$ cat src/rtl/owMacPkg.sv
package owMacPkg;

  localparam int CMD_BYTES  = 4;
  localparam int RX_BYTES   = 29;  // checksum byte + 28 data bytes
  localparam int SIG_FIRST  = 11;
  localparam int SIG_LEN    = 16;
  localparam int ADDR_FIRST = 5;
  localparam int ADDR_LEN   = 3;
  localparam int TX_IDX_W   = $clog2(CMD_BYTES);
  localparam int RX_IDX_W   = $clog2(RX_BYTES);
  localparam int ADDR_W     = 24 + 8 * ADDR_LEN;

  typedef enum logic [1:0] {
    ST_OK     = 2'd0,
    ST_NODEV  = 2'd1,
    ST_BADSIG = 2'd2
  } fetchStatus_e;

  typedef enum logic [3:0] {
    TS_RSTLOW, TS_PRESWAIT, TS_IDLEGAP, TS_SETTLE,
    TS_WLOW, TS_WBIT, TS_RLOW, TS_RSAMP, TS_RREC
  } timeSel_e;

  typedef struct packed {
    logic                timerLoad;
    timeSel_e            timerSel;
    logic                txLoad;
    logic [TX_IDX_W-1:0] txIdx;
    logic                txShift;
    logic                rxShift;
    logic                commit;
    logic [RX_IDX_W-1:0] commitIdx;
    logic                clearSig;
    logic                publish;
    logic                noDevice;
  } ctrlStrobe_t;

  function automatic logic [7:0] cmdByte(input logic [TX_IDX_W-1:0] idx);
    case (idx)
      TX_IDX_W'(0): cmdByte = 8'hCC;
      TX_IDX_W'(1): cmdByte = 8'hF0;
      default:      cmdByte = 8'h00;
    endcase
  endfunction

endpackage

$ cat src/rtl/owFetchDatapath.sv
module owFetchDatapath
  import owMacPkg::*;
#(
  parameter int           CLK_MHZ          = 250,
  parameter int           RESET_LOW_US     = 500,
  parameter int           PRESENCE_WAIT_US = 60,
  parameter int           RESET_IDLE_US    = 500,
  parameter int           SETTLE_US        = 3,
  parameter int           WRITE_LOW_US     = 3,
  parameter int           WRITE_BIT_US     = 60,
  parameter int           READ_LOW_US      = 1,
  parameter int           READ_SAMPLE_US   = 10,
  parameter int           READ_RECOVER_US  = 60,
  parameter int           SYNC_STAGES      = 2,
  parameter logic [127:0] SIGNATURE        = "ONEWIRE-MACADDR!",
  parameter logic [23:0]  ADDR_PREFIX      = 24'h00E0EE
) (
  input  logic              clk,
  input  logic              rstN,
  input  ctrlStrobe_t       strobe,
  input  logic              lineSense,
  output logic              lineSync,
  output logic              timerDone,
  output logic              txBit,
  output logic [ADDR_W-1:0] macAddr,
  output logic [1:0]        status
);

  localparam int PRE_W = (CLK_MHZ > 1) ? $clog2(CLK_MHZ) : 1;
  localparam int T_SUM = RESET_LOW_US + PRESENCE_WAIT_US + RESET_IDLE_US + SETTLE_US
                       + WRITE_LOW_US + WRITE_BIT_US + READ_LOW_US + READ_SAMPLE_US
                       + READ_RECOVER_US;
  localparam int T_W   = $clog2(T_SUM + 1);

  // input synchronizer, idle level high
  logic [SYNC_STAGES-1:0] syncQ;
  for (genvar g = 0; g < SYNC_STAGES; g++) begin : gSync
    if (g == 0) begin : gFirst
      always_ff @(posedge clk or negedge rstN)
        if (!rstN) syncQ[0] <= 1'b1;
        else       syncQ[0] <= lineSense;
    end else begin : gRest
      always_ff @(posedge clk or negedge rstN)
        if (!rstN) syncQ[g] <= 1'b1;
        else       syncQ[g] <= syncQ[g-1];
    end
  end
  assign lineSync = syncQ[SYNC_STAGES-1];

  // microsecond prescaler, restarted on each phase load
  logic [PRE_W-1:0] preCnt;
  logic             tick;
  assign tick = (preCnt == PRE_W'(CLK_MHZ - 1));

  always_ff @(posedge clk or negedge rstN)
    if (!rstN)                          preCnt <= '0;
    else if (strobe.timerLoad || tick)  preCnt <= '0;
    else                                preCnt <= preCnt + 1'b1;

  // phase timer
  logic [T_W-1:0] loadVal;
  logic [T_W-1:0] timerCnt;

  always_comb begin
    case (strobe.timerSel)
      TS_RSTLOW:   loadVal = T_W'(RESET_LOW_US);
      TS_PRESWAIT: loadVal = T_W'(PRESENCE_WAIT_US);
      TS_IDLEGAP:  loadVal = T_W'(RESET_IDLE_US);
      TS_WLOW:     loadVal = T_W'(WRITE_LOW_US);
      TS_WBIT:     loadVal = T_W'(WRITE_BIT_US);
      TS_RLOW:     loadVal = T_W'(READ_LOW_US);
      TS_RSAMP:    loadVal = T_W'(READ_SAMPLE_US);
      TS_RREC:     loadVal = T_W'(READ_RECOVER_US);
      default:     loadVal = T_W'(SETTLE_US);
    endcase
  end

  always_ff @(posedge clk or negedge rstN)
    if (!rstN)                          timerCnt <= '0;
    else if (strobe.timerLoad)          timerCnt <= loadVal;
    else if (tick && timerCnt != '0)    timerCnt <= timerCnt - 1'b1;

  assign timerDone = (timerCnt == '0);

  // transmit shifter
  logic [7:0] txReg;
  always_ff @(posedge clk or negedge rstN)
    if (!rstN)               txReg <= '0;
    else if (strobe.txLoad)  txReg <= cmdByte(strobe.txIdx);
    else if (strobe.txShift) txReg <= {1'b0, txReg[7:1]};
  assign txBit = txReg[0];

  // receive shifter, new bit at the top
  logic [7:0] rxReg;
  always_ff @(posedge clk or negedge rstN)
    if (!rstN)               rxReg <= '0;
    else if (strobe.rxShift) rxReg <= {lineSync, rxReg[7:1]};

  // signature compare on the fly
  function automatic logic [7:0] sigByteAt(input int k);
    return SIGNATURE[8*(SIG_LEN-1-k) +: 8];
  endfunction

  logic sigOk;
  logic sigHit;
  assign sigHit = strobe.commit
               && (int'(strobe.commitIdx) >= SIG_FIRST)
               && (int'(strobe.commitIdx) <  SIG_FIRST + SIG_LEN);

  always_ff @(posedge clk or negedge rstN)
    if (!rstN)                 sigOk <= 1'b0;
    else if (strobe.clearSig)  sigOk <= 1'b1;
    else if (sigHit && rxReg != sigByteAt(int'(strobe.commitIdx) - SIG_FIRST))
                               sigOk <= 1'b0;

  // captured address bytes
  logic [7:0] payload [ADDR_LEN];
  for (genvar g = 0; g < ADDR_LEN; g++) begin : gPay
    always_ff @(posedge clk or negedge rstN)
      if (!rstN) payload[g] <= '0;
      else if (strobe.commit && int'(strobe.commitIdx) == ADDR_FIRST + g)
        payload[g] <= rxReg;
  end

  logic [8*ADDR_LEN-1:0] payloadRev;
  always_comb
    for (int i = 0; i < ADDR_LEN; i++)
      payloadRev[8*i +: 8] = payload[i];

  // result registers
  always_ff @(posedge clk or negedge rstN)
    if (!rstN) begin
      macAddr <= '0;
      status  <= 2'(ST_OK);
    end else if (strobe.publish) begin
      if (strobe.noDevice) begin
        status  <= 2'(ST_NODEV);
        macAddr <= {ADDR_PREFIX, {(8*ADDR_LEN){1'b1}}};
      end else if (!sigOk) begin
        status  <= 2'(ST_BADSIG);
        macAddr <= {ADDR_PREFIX, {(8*ADDR_LEN){1'b1}}};
      end else begin
        status  <= 2'(ST_OK);
        macAddr <= {ADDR_PREFIX, payloadRev};
      end
    end


  status_hold_chk: assert property (@(posedge clk) disable iff (!rstN)
    !strobe.publish |=> ($stable(status) && $stable(macAddr)));


  fallback_addr_chk: assert property (@(posedge clk) disable iff (!rstN)
    (status != 2'(ST_OK)) |-> (macAddr[8*ADDR_LEN-1:0] == {(8*ADDR_LEN){1'b1}}));


  timer_load_chk: assert property (@(posedge clk) disable iff (!rstN)
    strobe.timerLoad |=> !timerDone);

  if (CLK_MHZ > 1) begin : gTickChk

    tick_spacing_chk: assert property (@(posedge clk) disable iff (!rstN)
      tick |=> !tick);
  end

endmodule

$ cat src/rtl/owFetchCtrl.sv
module owFetchCtrl
  import owMacPkg::*;
(
  input  logic        clk,
  input  logic        rstN,
  input  logic        start,
  input  logic        timerDone,
  input  logic        txBit,
  input  logic        lineSync,
  output ctrlStrobe_t strobe,
  output logic        lineDriveLow,
  output logic        done
);

  typedef enum logic [3:0] {
    S_IDLE, S_RST_LOW, S_RST_WAIT, S_RST_IDLE,
    S_W_PRE, S_W_LOW, S_W_BIT,
    S_R_PRE, S_R_LOW, S_R_SAMP, S_R_REC,
    S_FINISH
  } state_e;

  state_e              state, stateNext;
  logic [2:0]          bitCnt, bitNext;
  logic [TX_IDX_W-1:0] txCnt, txNext;
  logic [RX_IDX_W-1:0] rxCnt, rxNext;
  logic                presentReg, presNext;
  logic                driveNext;
  ctrlStrobe_t         stb;

  always_comb begin
    stateNext = state;
    bitNext   = bitCnt;
    txNext    = txCnt;
    rxNext    = rxCnt;
    presNext  = presentReg;
    stb       = '0;
    case (state)
      S_IDLE:
        if (start) begin
          stateNext = S_RST_LOW;
          stb.timerLoad = 1'b1; stb.timerSel = TS_RSTLOW;
          stb.clearSig  = 1'b1;
        end
      S_RST_LOW:
        if (timerDone) begin
          stateNext = S_RST_WAIT;
          stb.timerLoad = 1'b1; stb.timerSel = TS_PRESWAIT;
        end
      S_RST_WAIT:
        if (timerDone) begin
          presNext  = !lineSync;
          stateNext = S_RST_IDLE;
          stb.timerLoad = 1'b1; stb.timerSel = TS_IDLEGAP;
        end
      S_RST_IDLE:
        if (timerDone) begin
          if (presentReg) begin
            stateNext = S_W_PRE;
            stb.timerLoad = 1'b1; stb.timerSel = TS_SETTLE;
            stb.txLoad = 1'b1; stb.txIdx = '0;
            txNext  = '0;
            bitNext = '0;
          end else begin
            stateNext = S_FINISH;
          end
        end
      S_W_PRE:
        if (timerDone) begin
          stateNext = S_W_LOW;
          stb.timerLoad = 1'b1; stb.timerSel = TS_WLOW;
        end
      S_W_LOW:
        if (timerDone) begin
          stateNext = S_W_BIT;
          stb.timerLoad = 1'b1; stb.timerSel = TS_WBIT;
        end
      S_W_BIT:
        if (timerDone) begin
          stb.txShift   = 1'b1;
          stb.timerLoad = 1'b1; stb.timerSel = TS_SETTLE;
          if (bitCnt == 3'd7) begin
            bitNext = '0;
            if (txCnt == TX_IDX_W'(CMD_BYTES - 1)) begin
              stateNext = S_R_PRE;
              rxNext    = '0;
            end else begin
              stateNext  = S_W_PRE;
              txNext     = txCnt + 1'b1;
              stb.txLoad = 1'b1;
              stb.txIdx  = txCnt + 1'b1;
            end
          end else begin
            bitNext   = bitCnt + 1'b1;
            stateNext = S_W_PRE;
          end
        end
      S_R_PRE:
        if (timerDone) begin
          stateNext = S_R_LOW;
          stb.timerLoad = 1'b1; stb.timerSel = TS_RLOW;
        end
      S_R_LOW:
        if (timerDone) begin
          stateNext = S_R_SAMP;
          stb.timerLoad = 1'b1; stb.timerSel = TS_RSAMP;
        end
      S_R_SAMP:
        if (timerDone) begin
          stb.rxShift = 1'b1;
          stateNext   = S_R_REC;
          stb.timerLoad = 1'b1; stb.timerSel = TS_RREC;
        end
      S_R_REC:
        if (timerDone) begin
          if (bitCnt == 3'd7) begin
            bitNext       = '0;
            stb.commit    = (rxCnt != '0);
            stb.commitIdx = rxCnt - 1'b1;
            if (rxCnt == RX_IDX_W'(RX_BYTES - 1)) begin
              stateNext = S_FINISH;
            end else begin
              rxNext    = rxCnt + 1'b1;
              stateNext = S_R_PRE;
              stb.timerLoad = 1'b1; stb.timerSel = TS_SETTLE;
            end
          end else begin
            bitNext   = bitCnt + 1'b1;
            stateNext = S_R_PRE;
            stb.timerLoad = 1'b1; stb.timerSel = TS_SETTLE;
          end
        end
      S_FINISH: begin
        stb.publish  = 1'b1;
        stb.noDevice = !presentReg;
        stateNext    = S_IDLE;
      end
      default: stateNext = S_IDLE;
    endcase
  end

  always_comb begin
    case (stateNext)
      S_RST_LOW, S_W_LOW, S_R_LOW: driveNext = 1'b1;
      S_W_BIT:                     driveNext = !txBit;
      default:                     driveNext = 1'b0;
    endcase
  end

  always_ff @(posedge clk or negedge rstN)
    if (!rstN) begin
      state        <= S_IDLE;
      bitCnt       <= '0;
      txCnt        <= '0;
      rxCnt        <= '0;
      presentReg   <= 1'b0;
      lineDriveLow <= 1'b0;
      done         <= 1'b0;
    end else begin
      state        <= stateNext;
      bitCnt       <= bitNext;
      txCnt        <= txNext;
      rxCnt        <= rxNext;
      presentReg   <= presNext;
      lineDriveLow <= driveNext;
      done         <= (state == S_FINISH);
    end

  assign strobe = stb;


  done_pulse_chk: assert property (@(posedge clk) disable iff (!rstN)
    done |=> !done);


  nodev_silent_chk: assert property (@(posedge clk) disable iff (!rstN)
    (state == S_W_PRE) |-> presentReg);


  release_chk: assert property (@(posedge clk) disable iff (!rstN)
    (state inside {S_W_PRE, S_R_PRE, S_R_SAMP, S_R_REC, S_RST_WAIT, S_RST_IDLE})
      |-> !lineDriveLow);


  busy_ignore_chk: assert property (@(posedge clk) disable iff (!rstN)
    (state != S_IDLE && state != S_RST_LOW) |=> (state != S_RST_LOW));


  byte_bound_chk: assert property (@(posedge clk) disable iff (!rstN)
    int'(rxCnt) <= RX_BYTES - 1);

endmodule

$ cat src/rtl/owMacFetch.sv
module owMacFetch
  import owMacPkg::*;
#(
  parameter int           CLK_MHZ          = 250,
  parameter int           RESET_LOW_US     = 500,
  parameter int           PRESENCE_WAIT_US = 60,
  parameter int           RESET_IDLE_US    = 500,
  parameter int           SETTLE_US        = 3,
  parameter int           WRITE_LOW_US     = 3,
  parameter int           WRITE_BIT_US     = 60,
  parameter int           READ_LOW_US      = 1,
  parameter int           READ_SAMPLE_US   = 10,
  parameter int           READ_RECOVER_US  = 60,
  parameter int           SYNC_STAGES      = 2,
  parameter logic [127:0] SIGNATURE        = "ONEWIRE-MACADDR!",
  parameter logic [23:0]  ADDR_PREFIX      = 24'h00E0EE
) (
  input  logic        clk,
  input  logic        rstN,
  input  logic        start,
  input  logic        lineSense,
  output logic        lineDriveLow,
  output logic        done,
  output logic [47:0] macAddr,
  output logic [1:0]  status
);

  ctrlStrobe_t strobe;
  logic        timerDone;
  logic        txBit;
  logic        lineSync;

  owFetchCtrl ctrl_i (
    .clk          (clk),
    .rstN         (rstN),
    .start        (start),
    .timerDone    (timerDone),
    .txBit        (txBit),
    .lineSync     (lineSync),
    .strobe       (strobe),
    .lineDriveLow (lineDriveLow),
    .done         (done)
  );

  owFetchDatapath #(
    .CLK_MHZ          (CLK_MHZ),
    .RESET_LOW_US     (RESET_LOW_US),
    .PRESENCE_WAIT_US (PRESENCE_WAIT_US),
    .RESET_IDLE_US    (RESET_IDLE_US),
    .SETTLE_US        (SETTLE_US),
    .WRITE_LOW_US     (WRITE_LOW_US),
    .WRITE_BIT_US     (WRITE_BIT_US),
    .READ_LOW_US      (READ_LOW_US),
    .READ_SAMPLE_US   (READ_SAMPLE_US),
    .READ_RECOVER_US  (READ_RECOVER_US),
    .SYNC_STAGES      (SYNC_STAGES),
    .SIGNATURE        (SIGNATURE),
    .ADDR_PREFIX      (ADDR_PREFIX)
  ) dp_i (
    .clk       (clk),
    .rstN      (rstN),
    .strobe    (strobe),
    .lineSense (lineSense),
    .lineSync  (lineSync),
    .timerDone (timerDone),
    .txBit     (txBit),
    .macAddr   (macAddr),
    .status    (status)
  );

endmodule

$ cat config.mk
export PLATFORM = sky130hd
export DESIGN_NAME = owMacFetch
export DESIGN_NICKNAME = d
export VERILOG_FILES = /design/src/rtl/owMacPkg.sv /design/src/rtl/owFetchDatapath.sv /design/src/rtl/owFetchCtrl.sv /design/src/rtl/owMacFetch.sv
export SDC_FILE = /design/constraint.sdc
export NUM_CORES = 1
export LEC_CHECK = 0
export ABC_AREA = 1
export ABC_CLOCK_PERIOD_IN_PS = 4000
export BUFFER_PORTS_ARGS = -buffer_cell sky130_fd_sc_hd__buf_2
export CORE_MARGIN = 2
export CORE_UTILIZATION = 50
export DETAILED_ROUTE_END_ITERATION = 10
export PLACE_DENSITY = 0.69
export SLEW_MARGIN = 30
export SYNTH_ARGS = -nofsm -noshare
export SYNTH_HDL_FRONTEND = slang
export SYNTH_SLANG_ARGS = --single-unit
$ cat constraint.sdc
create_clock -name clk -period 4 [get_ports clk]
set_clock_uncertainty 0.1 [all_clocks]
set_input_delay 0.4 -clock clk [delete_from_list [all_inputs] [get_ports clk]]
set_output_delay 0.4 -clock clk [all_outputs]
set_load 0.01 [all_outputs]
# Word level (Yosys, flattened, before mapping)
# Memories as Yosys holds them, arrays and structs flattened.
# Cells that the tools add are included.
[classes]
addsub = 8
n_mul = 0
div_mod_pow = 0
order_cmp = 2
n_eq_ne = 34
shifts = 1
n_mux = 75
n_bitwise = 0
n_reduce_logical = 28
[op_table]
columns = ["op", "n"]
rows = [
  ["$shiftx 128x32->8 const A", 1],
  ["$mux 5", 17],
  ["$mux 4", 14],
  ["$pmux 5 s11", 1],
  ["$mux 24", 2],
  ["$pmux 4 s11", 1],
  ["$mux 8", 5],
  ["$sub 5x29->29 const A", 1],
  ["$eq 4x3->1 const B", 6],
  ["$mux 11", 2],
  ["$eq 4x4->1 const B", 5],
  ["$mux 2", 10],
  ["$mux 3", 6],
  ["$mux 6", 3],
  ["$ne 2x1->1 const B", 8],
  ["$pmux 8 s2", 1],
  ["$eq 5x4->1 const B", 3],
  ["$pmux 3 s2", 2],
  ["$reduce_bool 2->1", 6],
  ["$logic_not 11->1", 1],
  ["$reduce_bool 11->1", 1],
  ["$sub 11x1->11 const B", 1],
  ["$pmux 5 s2", 1],
  ["$mux 9", 1],
  ["32 further kinds", 49],
]
[totals]
register_bits = 129
latchBits = 0
ramBits = 0
rom_bits = 144
in_bits = 4
word_cells = 168
memories = 1
[mem_list]
columns = ["name", "depth", "width", "rd", "rd_clocked_by_memory_dff", "wr", "line_no", "source"]
rows = [
  ["(name not given)", 16, 9, 1, 0, 0, "owFetchDatapath.sv:65", "case (strobe.timerSel)"],
]

# Depth between registers and ports, before layout
# Gate-level depths: netlist of run 1.
[depth]
depth_word = 11
ltp_mapped = 28
depth_no_buf = 28

# Cells and area by module
# From an unflattened synthesis of run 1, not the netlist that was laid out.
[hier_totals]
cells_unflattened = 685
hier_area_um2 = 5729.2
[modules_own_cells]
columns = ["mod", "instances", "cells_per_inst", "area_per_inst_um2"]
rows = [
  ["owFetchDatapath", 1, 492, 4416.7],
  ["owFetchCtrl", 1, 193, 1312.5],
]

# Worst setup path after synthesis of run 1
# No wires, ideal clock.
[synth_path]
path_kind = "register to register"
startpoint = "reg ctrl_i.bitCnt[0]"
endpoint = "reg dp_i.sigOk"
setup_ps = 66
t_arrival_ps = 2930
t_required_ps = 3834
path_slack_ps = 903
stages_incl_launch_ff = 27
cell_sequence = "dfrtp_1 -> ha_1 -> ha_1 -> inv_1 -> nor2_8 -> nand2_1 -> inv_2 -> nand2_2 -> clkinv_1 -> ha_1 -> inv_1 -> nand2_2 -> nand3_1 -> nand2_2 -> nand2_4 -> nand4_1 -> nand2_1 -> nand2_2 -> nor2_4 -> nand3_1 -> nand2_1 -> inv_2 -> nor2_1 -> nand2_1 -> nand2_1 -> nand2_1 -> nand2_1"
[synth_between]
elab_chain_cells = 10
[synth_rtl]
columns = ["element", "line_no", "source"]
rows = [
  ["start: declaration", "owFetchCtrl.sv:23", "logic [2:0] bitCnt, bitNext;"],
  ["start signal: assignment", "owFetchCtrl.sv:160", "bitCnt <= bitNext;"],
  ["$eq 3x3->1 *", "owFetchCtrl.sv:115", "if (bitCnt == 3'd7) begin"],
  ["$mux 6 *", "owFetchCtrl.sv:115", ""],
  ["$mux 6 *", "owFetchCtrl.sv:114", "if (timerDone) begin"],
  ["$mux 6 *", "owFetchCtrl.sv:37", "case (state)"],
  ["$sub 5x4->6", "owFetchDatapath.sv:113", "else if (sigHit && rxReg != sigByteAt(int'(strobe.commitIdx) - SIG_FIRST))"],
  ["$sub 5x29->29", "owFetchDatapath.sv:101", "return SIGNATURE[8*(SIG_LEN-1-k) +: 8];"],
  ["$shiftx 128x32->8", "owFetchDatapath.sv:101", ""],
  ["$ne 8x8->1", "owFetchDatapath.sv:113", ""],
  ["$logic_and 1x1->1 *", "owFetchDatapath.sv:113", ""],
  ["$reduce_bool 2->1 (no line) *", "-", ""],
  ["end signal: assignment", "owFetchDatapath.sv:111", "if (!rstN) sigOk <= 1'b0;"],
  ["end signal: assignment", "owFetchDatapath.sv:112", "else if (strobe.clearSig) sigOk <= 1'b1;"],
  ["end signal: assignment", "owFetchDatapath.sv:114", "sigOk <= 1'b0;"],
  ["end: declaration", "owFetchDatapath.sv:104", "logic sigOk;"],
]
# Mark *: on every way between the ends. The rest lies on a longest branch, timed or not.
# A chain may end at the register's enable or synchronous reset.

# Final worst setup path of run 1
# Ends and elaborated chain as after synthesis.

==> results.py, run 1 <==
metrics = {
    "outcome": {
        "run_status": "complete, but fails checks",
        "failed_checks": "hold timing",
    },
    "synth": {
        "synth_top_cells_by_area": "sky130_fd_sc_hd__dfrtp_1 (43%), sky130_fd_sc_hd__nand2_1 (8.5%), sky130_fd_sc_hd__nor2_1 (6.7%), sky130_fd_sc_hd__o21ai_0 (5.5%), sky130_fd_sc_hd__inv_1 (4.2%)",
        "synth.area.mux_share": 0,
        "post_synth_and_or_nand_nor_area_fraction": 0.289,
        "ys_dominant_reg_cell": "sky130_fd_sc_hd__dfrtp_1",
        "mappedNetlistArea_mm2": 0.00609,
        "yosysWarnings": 0,
        "netlist.top_cell.by_area": "sky130_fd_sc_hd__dfrtp_1",
        "yosysSeqAreaShare": 0.436,
        "compound_gate_portion_of_the_synthesized_area": 0.133,
        "synth_cell_types": 49,
        "count_of_flip_flops_with_a_built_in_enable_after_synthesis": 0,
        "synth_xor_area_frac": 0.0101,
        "synth_fa_ha_area_frac": 0.0329,
        "dominant_combinational_cell_family_by_area_after_synthesis": "simple AND/OR/NAND/NOR gates",
        "average_instance_area_after_synthesis_um2": 7.93,
        "synthDominantCellAreaShare": 0.427,
        "syn-instance-count": 768,
        "synthArstFlopShare": 1.00,
        "yosys_register_bits": 106,
    },
    "worst_setup_path": {
        "setup.worst_path.start_class": "flop",
        "cp-startpoint": "ctrl_i.bitCnt[0]",
        "crit_type": "reg -> reg",
        "cp.required_ns": 4.15,
        "crit_fanout": 7,
        "sort_of_element_at_the_end_of_the_critical_path": "flop",
        "cp.arrival_ns": 3.77,
        "crit-reg2reg-launch": "ctrl_i.bitCnt[0]",
    },
    "final_layout": {
        "area_growth_syn_to_layout_pct": 8.22,
        "seqCellArea_mm2": 0.00266,
        "final.fill_count": 1108,
        "layout.cells.most_common_list": "sky130_fd_sc_hd__nand2_1 (138), sky130_fd_sc_hd__nor2_1 (108), sky130_fd_sc_hd__dfrtp_1 (104)",
        "layout.nets": 816,
        "area_of_the_multi_input_gates_mm2": 0.00290,
        "post_route_cells_drive_above_1_share": 0.160,
        "layout.cells.most_common": "sky130_fd_sc_hd__nand2_1",
        "antenna-diode-count": 0,
    },
    "global_route": {
        "grt_pass1_wl_um": 22000,
        "met2_layer_usage_reported_by_global_route": 0.360,
        "antenna_found_initial": 0,
        "most_utilized_layer_in_the_global_route_result": "met2",
        "vias_in_the_first_global_route": 4732,
        "groute.usage.overall": 0.211,
        "gr-total-overflow": 0,
        "grt_start_max_net_pins": 76,
        "grt_util_met1": 0.273,
        "global_route.usage.met3": 0.0434,
    },
    "sta": {
        "worst_slew_margin_rel": 0.457,
        "finalSetupViolCount": 0,
        "timing_worst_slew_pin_value_ns": 0.812,
        "report.final.slew_viol_count": 0,
        "finalCritPeriodShare": 0.905,
        "rsz_0062_raised_after_global_routing": "false",
        "timing.hold.ws_ns": -0.0439,
        "finalSetupTns_ns": 0,
        "fin_crit_ns": 3.62,
        "achievable-frequency_ghz": 0.276,
        "timing_hold_violations_final": 74,
    },
    "power_and_ir_drop": {
        "p_leak_nw": 3.46,
        "clock_power_share": 0.445,
        "power.share.switching": 0.231,
        "cell_internal_pwr_mw": 1.53,
        "p_per_area_mw_per_mm2": 301,
        "switching_power_uw": 459,
        "share_seq_of_total_power": 0.540,
        "totalPowerFinal_mw": 1.99,
        "peak_supply_drop_uv": 234,
        "pwr-share-comb": 0.015,
    },
    "clock_tree": {
        "clock_sinks": 106,
        "tritoncts_clock_tree": "built",
        "ctsResizeCount": 0,
        "cts_hold_buffers": 0,
        "max-clock-path-buffers": 2,
        "clkSlewWorstSetupHoldPaths_ns": 0.07,
        "cts-buffers-inserted": 9,
        "ctsRootBufferMaster": "sky130_fd_sc_hd__clkbuf_16",
        "postCtsSetupBuffers": 0,
        "htreeDepth": 3,
        "clk-insertion-delay-late_ns": 0.36,
    },
    "min_path": {
        "min-delay-path-class": "in -> async",
    },
    "routing": {
        "vias": 5043,
        "iteration_count_of_the_initial_detailed_routing_pass": 5,
        "initialDrtViolationCount": 306,
        "wl_per_cell_um": 13.8,
        "drtAntennaViolNets": 0,
        "viasPerCell": 5.32,
        "drt_drc_violations_left": 0,
        "routed_wl_um": 13100,
    },
    "floorplan": {
        "core.rowCount": 40,
        "ios": 56,
        "fp.dieArea_mm2": 0.0131,
        "core_mm2": 0.0120,
        "initial_standard_cell_utilization_of_the_core": 0.509,
        "die_h_um": 114,
        "die_w_um": 114,
    },
    "placed_design": {
        "port_buffers": 40,
        "gpl.final_weighted_congestion": 0.887,
        "place_hpwl_um": 9570,
    },
    "run": {
        "number_of_max_cap_violations": 0,
    },
}
## worst max-delay path, stage by stage (launching register included)
cell                       delay, ns
sky130_fd_sc_hd__dfrtp_1        0.41
sky130_fd_sc_hd__ha_1           0.21
sky130_fd_sc_hd__ha_1           0.30
sky130_fd_sc_hd__inv_1          0.25
sky130_fd_sc_hd__nor2_8         0.08
sky130_fd_sc_hd__nand2_1        0.11
sky130_fd_sc_hd__inv_2          0.06
sky130_fd_sc_hd__nand2_2        0.13
sky130_fd_sc_hd__clkinv_1       0.23
sky130_fd_sc_hd__ha_1           0.30
sky130_fd_sc_hd__inv_1          0.13
sky130_fd_sc_hd__nand2_2        0.08
sky130_fd_sc_hd__nand3_1        0.10
sky130_fd_sc_hd__nand2_2        0.09
sky130_fd_sc_hd__nand2_4        0.09
sky130_fd_sc_hd__nand3_1        0.10
sky130_fd_sc_hd__o21ai_1        0.22
sky130_fd_sc_hd__nand3_1        0.10
sky130_fd_sc_hd__nand2_1        0.06
sky130_fd_sc_hd__nand2_1        0.05
sky130_fd_sc_hd__nand2_1        0.07
sky130_fd_sc_hd__nor2_1         0.04
sky130_fd_sc_hd__nand2_1        0.05
sky130_fd_sc_hd__nand2_1        0.05
sky130_fd_sc_hd__nand2_1        0.06
sky130_fd_sc_hd__nand2_1        0.04
## final timing paths
path / endpoint / cells past startpoint / slack [ns]
min: dp_i.macAddr[38] / 1 / -0.04
min in group clk: dp_i.syncQ[0] / 1 / 0.04
max in group asynchronous: dp_i.lineSync / 2 / 2.93
min reg2reg: dp_i.lineSync / 0 / 0.26
max reg2reg: dp_i.sigOk / 25 / 0.38
max: dp_i.sigOk / 25 / 0.38
## logic make-up after synthesis
group                    count (synthesis)
AND/OR/NAND/NOR                        364
AO/OA/AOI/OAI                          145
buffers and inverters                  129
flip-flops                             106
adder cells (fa/ha/maj)                 16
XOR/XNOR                                 7
other                                    1
## Yosys cell counts, types with 10 or more instances
cell type and number:
sky130_fd_sc_hd__nor3_1 10, sky130_fd_sc_hd__inv_2 19, sky130_fd_sc_hd__a21oi_1 48, sky130_fd_sc_hd__dfrtp_1 104
sky130_fd_sc_hd__nor2_1 109, sky130_fd_sc_hd__nand4_1 20, sky130_fd_sc_hd__inv_1 68, sky130_fd_sc_hd__o21ai_0 67
sky130_fd_sc_hd__nand2_1 138, sky130_fd_sc_hd__nand3_1 36, sky130_fd_sc_hd__clkbuf_1 11, sky130_fd_sc_hd__ha_1 16
sky130_fd_sc_hd__buf_4 24
## routing by layer
| metal | part of all wire | vias up |
|---|---|---|
| met5 | 0 | - |
| met4 | 0.012 | 0 |
| met3 | 0.048 | 11 |
| met2 | 0.49 | 124 |
| met1 | 0.45 | 2372 |
| li1 | - | 2536 |
## cell type report
| cell class | instances | area share |
|---|---|---|
| Multi-Input combinational cell | 547 | 0.439 |
| Sequential cell | 106 | 0.403 |
| Timing Repair Buffer | 43 | 0.0347 |
| Clock inverter | 6 | 0.00816 |
| Clock buffer | 10 | 0.0363 |
| Inverter | 89 | 0.0507 |
| Tap cell | 147 | 0.0279 |
## sequential cells by signal, indices dropped and copies added (netlist names), 3 cells and up
signal,count
dp_i.txReg,8
dp_i.timerCnt,11
dp_i.macAddr,25
dp_i.preCnt,8
ctrl_i.bitCnt,3
dp_i.rxReg,8
ctrl_i.rxCnt,5
dp_i.payload,24
ctrl_i.state,4
## power groups by stage
stage	combinational, mW	sequential, mW	clock [mW]
after floorplan	0.0170	1.09	0
after global placement	0.0299	1.09	0
after detailed placement	0.0304	1.09	0
after CTS	0.0305	1.07	0.905
after global routing	0.0349	1.07	0.949
final	0.0291	1.07	0.884
## through the flow
step | utilization | setup WS, ns | hold WS (ns) | instance area (um2) | cells
2_1_floorplan | - | 0.903 | 0.00441 | 6140 | 782
3_3_place_gp | 0.526 | 0.628 | 0.246 | 6290 | 932
3_5_place_dp | 0.526 | 0.478 | 0.247 | 6290 | 932
4_1_cts | 0.551 | 0.453 | 0.0259 | 6590 | 948
5_1_grt | 0.551 | 0.0946 | 0.00562 | 6590 | 948
6_report | 0.551 | 0.381 | -0.0439 | 6590 | 948
No activity file was read; power rests on OpenSTA's default activity.
==> run 2, diff against run 1 <==
--- a/config.mk
+++ b/config.mk
@@ -12,6 +12,7 @@
 export CORE_UTILIZATION = 50
 export DETAILED_ROUTE_END_ITERATION = 10
 export PLACE_DENSITY = 0.69
+export REMOVE_ABC_BUFFERS = 1
 export SLEW_MARGIN = 30
 export SYNTH_ARGS = -nofsm -noshare
 export SYNTH_HDL_FRONTEND = slang
==> results.py, run 2 (synthesis results as in run 1) <==
metrics = {
    "routing": {
        "wl_per_cell_um": 13.6,
        "vias": 4988,
        "viasPerCell": 5.25,
        "iteration_count_of_the_initial_detailed_routing_pass": 4,
        "initialDrtViolationCount": 294,
        "drt_drc_violations_left": 0,
        "drtAntennaViolNets": 0,
        "routed_wl_um": 13000,
    },
    "sta": {
        "report.final.slew_viol_count": 0,
        "achievable-frequency_ghz": 0.276,
        "timing_hold_violations_final": 0,
        "fin_crit_ns": 3.63,
        "timing_worst_slew_pin_value_ns": 0.784,
        "worst_slew_margin_rel": 0.476,
        "rsz_0062_raised_after_global_routing": "false",
        "finalCritPeriodShare": 0.907,
        "finalSetupViolCount": 0,
        "finalSetupTns_ns": 0,
        "timing.hold.ws_ns": 0.0406,
    },
    "placed_design": {
        "port_buffers": 40,
        "place_hpwl_um": 9460,
        "gpl.final_weighted_congestion": 0.934,
        "numPlacedInstances": 934,
        "placed_cell_area_mm2": 0.00631,
    },
    "final_layout": {
        "area_growth_syn_to_layout_pct": 8.51,
        "final_cells": 951,
        "antenna-diode-count": 0,
        "layout.cells.most_common": "sky130_fd_sc_hd__nand2_1",
        "register_containing_the_most_flip_flops_in_the_final_layout": "dp_i.macAddr",
        "final.fill_count": 1113,
        "layout.nets": 819,
        "largest_register_ffs": 25,
        "layout.cells.most_common_list": "sky130_fd_sc_hd__nand2_1 (138), sky130_fd_sc_hd__nor2_1 (108), sky130_fd_sc_hd__dfrtp_1 (104)",
        "reg_top3": "dp_i.macAddr: 25 flops, dp_i.payload: 24 flops, dp_i.timerCnt: 11 flops",
        "post_route_cells_drive_above_1_share": 0.160,
        "finish.instance_area_mm2": 0.00661,
    },
    "global_route": {
        "vias_in_the_first_global_route": 4771,
        "gr-total-overflow": 0,
        "groute.usage.overall": 0.213,
        "grt_start_max_net_pins": 54,
        "antenna_found_initial": 0,
        "grt_pass1_wl_um": 22500,
    },
    "clock_tree": {
        "max-clock-path-buffers": 2,
        "clock_sinks": 106,
        "htreeDepth": 3,
        "cts-buffers-inserted": 9,
        "clk-insertion-delay-late_ns": 0.35,
        "ctsResizeCount": 0,
        "postCtsSetupBuffers": 0,
        "ctsRootBufferMaster": "sky130_fd_sc_hd__clkbuf_16",
        "cts_hold_buffers": 1,
        "clkSlewWorstSetupHoldPaths_ns": 0.07,
        "tritoncts_clock_tree": "built",
    },
    "floorplan": {
        "initial_standard_cell_utilization_of_the_core": 0.509,
        "core_mm2": 0.0120,
        "die_h_um": 114,
        "core.rowCount": 40,
        "die_w_um": 114,
        "ios": 56,
        "fp.dieArea_mm2": 0.0131,
    },
    "power_and_ir_drop": {
        "peak_supply_drop_uv": 202,
        "totalPowerFinal_mw": 1.97,
        "p_per_area_mw_per_mm2": 297,
        "p_leak_nw": 3.46,
    },
    "min_path": {
        "min-delay-path-class": "in -> reg",
    },
    "worst_setup_path": {
        "crit_fanout": 8,
        "sort_of_element_at_the_end_of_the_critical_path": "flop",
        "setup.worst_path.start_class": "flop",
        "cp.required_ns": 4.19,
        "cp.arrival_ns": 3.82,
        "r2r_setup_slack_ns": 0.37,
        "crit_type": "reg -> reg",
    },
    "run": {
        "number_of_max_cap_violations": 0,
    },
    "outcome": {
        "run_status": "completed",
    },
}
==> run 2: cell types whose count changed in the layout (fill, tap and decap cells not counted), sizes merged <==
cell / change
clkinv: -1
clkbuf: +2
buf: +2
clkinvlp: +1
dlygate4sd3: +1
inv: -2
==> run 2: area by class of cell <==
type,count,area (um2),area share
Multi-Input combinational cell,547,2900,0.438
Clock buffer,12,256,0.0388
Inverter,89,334,0.0506
Tap cell,147,184,0.0278
Clock inverter,4,32.5,0.00492
Timing Repair Buffer,46,250,0.0379
Sequential cell,106,2660,0.402
==> run 2: final timing paths <==
path / cells past startpoint / endpoint / start
setup / recovery: 26 / dp_i.sigOk / ctrl_i.bitCnt[0]
setup reg to reg: 26 / dp_i.sigOk / ctrl_i.bitCnt[0]
min in group asynchronous: 2 / dp_i.macAddr[38] / rstN
max in group asynchronous: 3 / dp_i.lineSync / rstN
hold / removal: 1 / dp_i.syncQ[0] / lineSense
hold reg to reg: 0 / dp_i.lineSync / dp_i.syncQ[0]
==> run 2: layer usage <==
metal / part of all wire / global-route usage / vias to the layer above
met5: 0 / 0 / -
met2: 0.48 / 0.357 / 97
met4: 0.016 / 0.0789 / 0
li1: - / - / 2541
met1: 0.47 / 0.283 / 2337
met3: 0.030 / 0.0302 / 13
==> run 2: power by group <==
group          internal, mW  leakage, nW  switching, mW
logic               0.00320         1.89         0.0274
registers              1.07         1.44       0.000449
clock network         0.461        0.136          0.400
total                  1.54         3.46          0.428
==> run 2: critical path, cell delays in order (launching register included) <==
cell and delay [ns]:
sky130_fd_sc_hd__dfrtp_1 0.40, sky130_fd_sc_hd__ha_1 0.21, sky130_fd_sc_hd__ha_1 0.29, sky130_fd_sc_hd__inv_1 0.24, sky130_fd_sc_hd__nor2_8 0.07, sky130_fd_sc_hd__nand2_1 0.11
sky130_fd_sc_hd__inv_2 0.06, sky130_fd_sc_hd__nand2_2 0.12, sky130_fd_sc_hd__clkinv_1 0.22, sky130_fd_sc_hd__ha_1 0.30, sky130_fd_sc_hd__inv_1 0.14, sky130_fd_sc_hd__nand3_1 0.10
sky130_fd_sc_hd__nand2_2 0.17, sky130_fd_sc_hd__inv_2 0.05, sky130_fd_sc_hd__nor2_1 0.13, sky130_fd_sc_hd__o21ai_1 0.11, sky130_fd_sc_hd__inv_1 0.06, sky130_fd_sc_hd__nand3_1 0.08
sky130_fd_sc_hd__nor2_1 0.11, sky130_fd_sc_hd__nor2_1 0.05, sky130_fd_sc_hd__nor2_1 0.09, sky130_fd_sc_hd__nand2_1 0.06, sky130_fd_sc_hd__nor2_1 0.08, sky130_fd_sc_hd__nand2_1 0.06
sky130_fd_sc_hd__nand2_1 0.05, sky130_fd_sc_hd__nand2_1 0.05, sky130_fd_sc_hd__nand2_1 0.05
==> run 2: per-stage QoR <==
stage,setup WS [ns],util
3_3_place_gp,0.624,0.527
3_5_place_dp,0.452,0.527
6_report,0.372,0.552
2_1_floorplan,0.902,-
5_1_grt,0.0143,0.552
4_1_cts,0.439,0.552
==> run 3, diff against run 2 <==
--- a/config.mk
+++ b/config.mk
@@ -11,6 +11,7 @@
 export CORE_MARGIN = 2
 export CORE_UTILIZATION = 50
 export DETAILED_ROUTE_END_ITERATION = 10
+export GPL_TIMING_DRIVEN = 0
 export PLACE_DENSITY = 0.69
 export REMOVE_ABC_BUFFERS = 1
 export SLEW_MARGIN = 30
==> results.py, run 3 (synthesis results as in run 1) <==
metrics = {
    "clock_tree": {
        "max-clock-path-buffers": 2,
        "clkSlewWorstSetupHoldPaths_ns": 0.07,
        "ctsRootBufferMaster": "sky130_fd_sc_hd__clkbuf_16",
        "clk-insertion-delay-late_ns": 0.36,
        "tritoncts_clock_tree": "built",
        "cts-buffers-inserted": 9,
        "clock_sinks": 106,
        "htreeDepth": 3,
    },
    "floorplan": {
        "die_w_um": 114,
        "core.rowCount": 40,
        "initial_standard_cell_utilization_of_the_core": 0.509,
        "fp.dieArea_mm2": 0.0131,
        "ios": 56,
        "core_mm2": 0.0120,
        "die_h_um": 114,
    },
    "worst_setup_path": {
        "crit-reg2reg-launch": "ctrl_i.bitCnt[0]",
        "setup.worst_path.start_class": "flop",
        "r2r_end": "dp_i.sigOk",
        "crit_type": "reg -> reg",
        "ff2ff_path_depth": 26,
        "crit_fanout": 7,
        "r2r_setup_slack_ns": 0.37,
        "cp.arrival_ns": 3.83,
        "crit_family": "simple AND/OR/NAND/NOR gates",
        "crit_top_cell": "sky130_fd_sc_hd__nand2_1",
        "critPathBufInv": 4,
        "sort_of_element_at_the_end_of_the_critical_path": "flop",
        "crit_path_max_incr_delay_ns": 0.39,
        "cp.required_ns": 4.20,
        "cpMaxStageDelayCell": "sky130_fd_sc_hd__dfrtp_1",
    },
    "outcome": {
        "run_status": "completed",
    },
    "sta": {
        "rsz_0062_raised_after_global_routing": "false",
        "report.final.slew_viol_count": 0,
        "finalSetupViolCount": 0,
        "final_critical_path_setup_slack_ns": 0.369,
        "worst_slew_margin_rel": 0.423,
        "timing.hold.ws_ns": 0.0315,
        "timing_worst_slew_pin_value_ns": 0.863,
        "fin_crit_ns": 3.63,
        "timing_hold_violations_final": 0,
        "finalCritPeriodShare": 0.908,
        "finalSetupTns_ns": 0,
        "achievable-frequency_ghz": 0.275,
    },
    "global_route": {
        "grt_pass1_wl_um": 22300,
        "groute.usage.overall": 0.211,
        "gr-total-overflow": 0,
        "antenna_found_initial": 0,
        "grt_start_max_net_pins": 67,
        "vias_in_the_first_global_route": 4946,
    },
    "power_and_ir_drop": {
        "p_per_area_mw_per_mm2": 303,
        "peak_supply_drop_uv": 155,
        "p_leak_nw": 3.49,
    },
    "routing": {
        "viasPerCell": 5.30,
        "met1Wirelength_um": 5960,
        "drt_drc_violations_left": 0,
        "iteration_count_of_the_initial_detailed_routing_pass": 4,
        "met2_wirelength_um": 6310,
        "drtAntennaViolNets": 0,
        "initialDrtViolationCount": 295,
        "highest_layer": "met4",
        "routed_wl_um": 13000,
        "vias": 5042,
        "wl_per_cell_um": 13.6,
        "met3_length_um": 441,
    },
    "placed_design": {
        "place_hpwl_um": 9330,
        "placed_cell_area_mm2": 0.00633,
        "dp_slack_ns": 0.278,
        "gpl.final_weighted_congestion": 0.882,
        "port_buffers": 40,
    },
    "final_layout": {
        "layout.nets": 819,
        "post_route_cells_drive_above_1_share": 0.164,
        "layout.cells.most_common": "sky130_fd_sc_hd__nand2_1",
        "area_growth_syn_to_layout_pct": 9.78,
        "layout.cells.most_common_list": "sky130_fd_sc_hd__nand2_1 (138), sky130_fd_sc_hd__nor2_1 (108), sky130_fd_sc_hd__dfrtp_1 (104)",
        "finish.instance_area_mm2": 0.00669,
        "final.fill_count": 1101,
        "register_containing_the_most_flip_flops_in_the_final_layout": "dp_i.macAddr",
        "reg_top3": "dp_i.macAddr: 25 flops, dp_i.payload: 24 flops, dp_i.timerCnt: 11 flops",
        "antenna-diode-count": 0,
        "largest_register_ffs": 25,
    },
    "min_path": {
        "min-delay-path-class": "in -> reg",
        "hold_path_startpoint": "lineSense",
        "holdPathStages": 1,
        "holdPathEnd": "dp_i.syncQ[0]",
    },
    "run": {
        "number_of_max_cap_violations": 0,
    },
}
==> run 3: changes by cell type in the layout (fill, tap and decap cells not counted) <==
cell and delta:
sky130_fd_sc_hd__inv_6 -1, sky130_fd_sc_hd__nor2_4 +1, sky130_fd_sc_hd__clkinv_2 +1, sky130_fd_sc_hd__clkinv_1 -1
sky130_fd_sc_hd__buf_4 -4, sky130_fd_sc_hd__clkbuf_1 -1, sky130_fd_sc_hd__ha_2 +1, sky130_fd_sc_hd__buf_16 +2
sky130_fd_sc_hd__bufinv_16 +1, sky130_fd_sc_hd__clkinv_4 +1, sky130_fd_sc_hd__ha_1 -1, sky130_fd_sc_hd__buf_6 +1
==> run 3: worst max-delay path by stage <==
stage                          start              to  slack (ns)  depth (start not counted)
finish              ctrl_i.bitCnt[0]      dp_i.sigOk        0.37                         26
global route        ctrl_i.bitCnt[0]      dp_i.sigOk        0.04                         26
CTS                 ctrl_i.bitCnt[0]      dp_i.sigOk        0.25                         26
detailed placement  ctrl_i.bitCnt[0]      dp_i.sigOk        0.28                         26
global placement     ctrl_i.state[3]  dp_i.status[1]       -0.22                          7
floorplan           ctrl_i.bitCnt[0]      dp_i.sigOk        0.90                         26
==> run 3: per-stage QoR <==
step	util	total power, mW	cells
after floorplan	-	1.10	742
after global placement	0.523	1.12	929
after detailed placement	0.529	1.13	931
after CTS	0.556	2.05	948
after global routing	0.559	2.10	951
final	0.559	2.03	951
==> run 3: timing repair <==
item | CTS | global route
gates resized for setup | 0 | 2
hold endpoints to repair | 38 | 0
setup buffers | 0 | 2
setup endpoints to repair | 0 | 1
hold buffers | 1 | 0
==> run 3: report_power, final <==
part / internal, mW / switching (mW)
sequential: 1.07 / 0.000595
clock: 0.522 / 0.401
combinational: 0.00509 / 0.0275
total: 1.60 / 0.429
==> run 3: metal layers <==
metal  vias up  global-route usage
li1       2551                   -
met1      2369               0.268
met2       102               0.360
met3        20              0.0281
met4         0              0.0976
met5         -                   0
==> run 3: worst reg2reg max path, cell delays in order, from the launching register on <==
cell and delay [ns]:
sky130_fd_sc_hd__dfrtp_1 0.39, sky130_fd_sc_hd__ha_1 0.22, sky130_fd_sc_hd__ha_2 0.24, sky130_fd_sc_hd__inv_1 0.23
sky130_fd_sc_hd__nor2_8 0.08, sky130_fd_sc_hd__nand2_1 0.11, sky130_fd_sc_hd__inv_2 0.07, sky130_fd_sc_hd__nand2_2 0.16
sky130_fd_sc_hd__clkinvlp_4 0.22, sky130_fd_sc_hd__ha_1 0.28, sky130_fd_sc_hd__inv_1 0.14, sky130_fd_sc_hd__nand2_2 0.09
sky130_fd_sc_hd__nand3_1 0.11, sky130_fd_sc_hd__nand2_2 0.10, sky130_fd_sc_hd__nand2_4 0.09, sky130_fd_sc_hd__nand3_2 0.11
sky130_fd_sc_hd__nor2_2 0.12, sky130_fd_sc_hd__nand2_1 0.06, sky130_fd_sc_hd__nand2_1 0.05, sky130_fd_sc_hd__nand3_1 0.06
sky130_fd_sc_hd__nor2_1 0.13, sky130_fd_sc_hd__nand2_1 0.07, sky130_fd_sc_hd__nor2_1 0.10, sky130_fd_sc_hd__nand2_1 0.07
sky130_fd_sc_hd__nand2_1 0.08, sky130_fd_sc_hd__nand2_1 0.06, sky130_fd_sc_hd__nand2_1 0.05
==> run 3: layout make-up <==
cell class	count	area, um2	share of cell area
clock buffers	11	253	0.0378
clock inverters	5	60.1	0.00898
inverters	89	338	0.0505
multi-input cells	548	2910	0.435
flip-flops and latches	106	2660	0.397
well taps	147	184	0.0275
repair buffers	45	287	0.0429
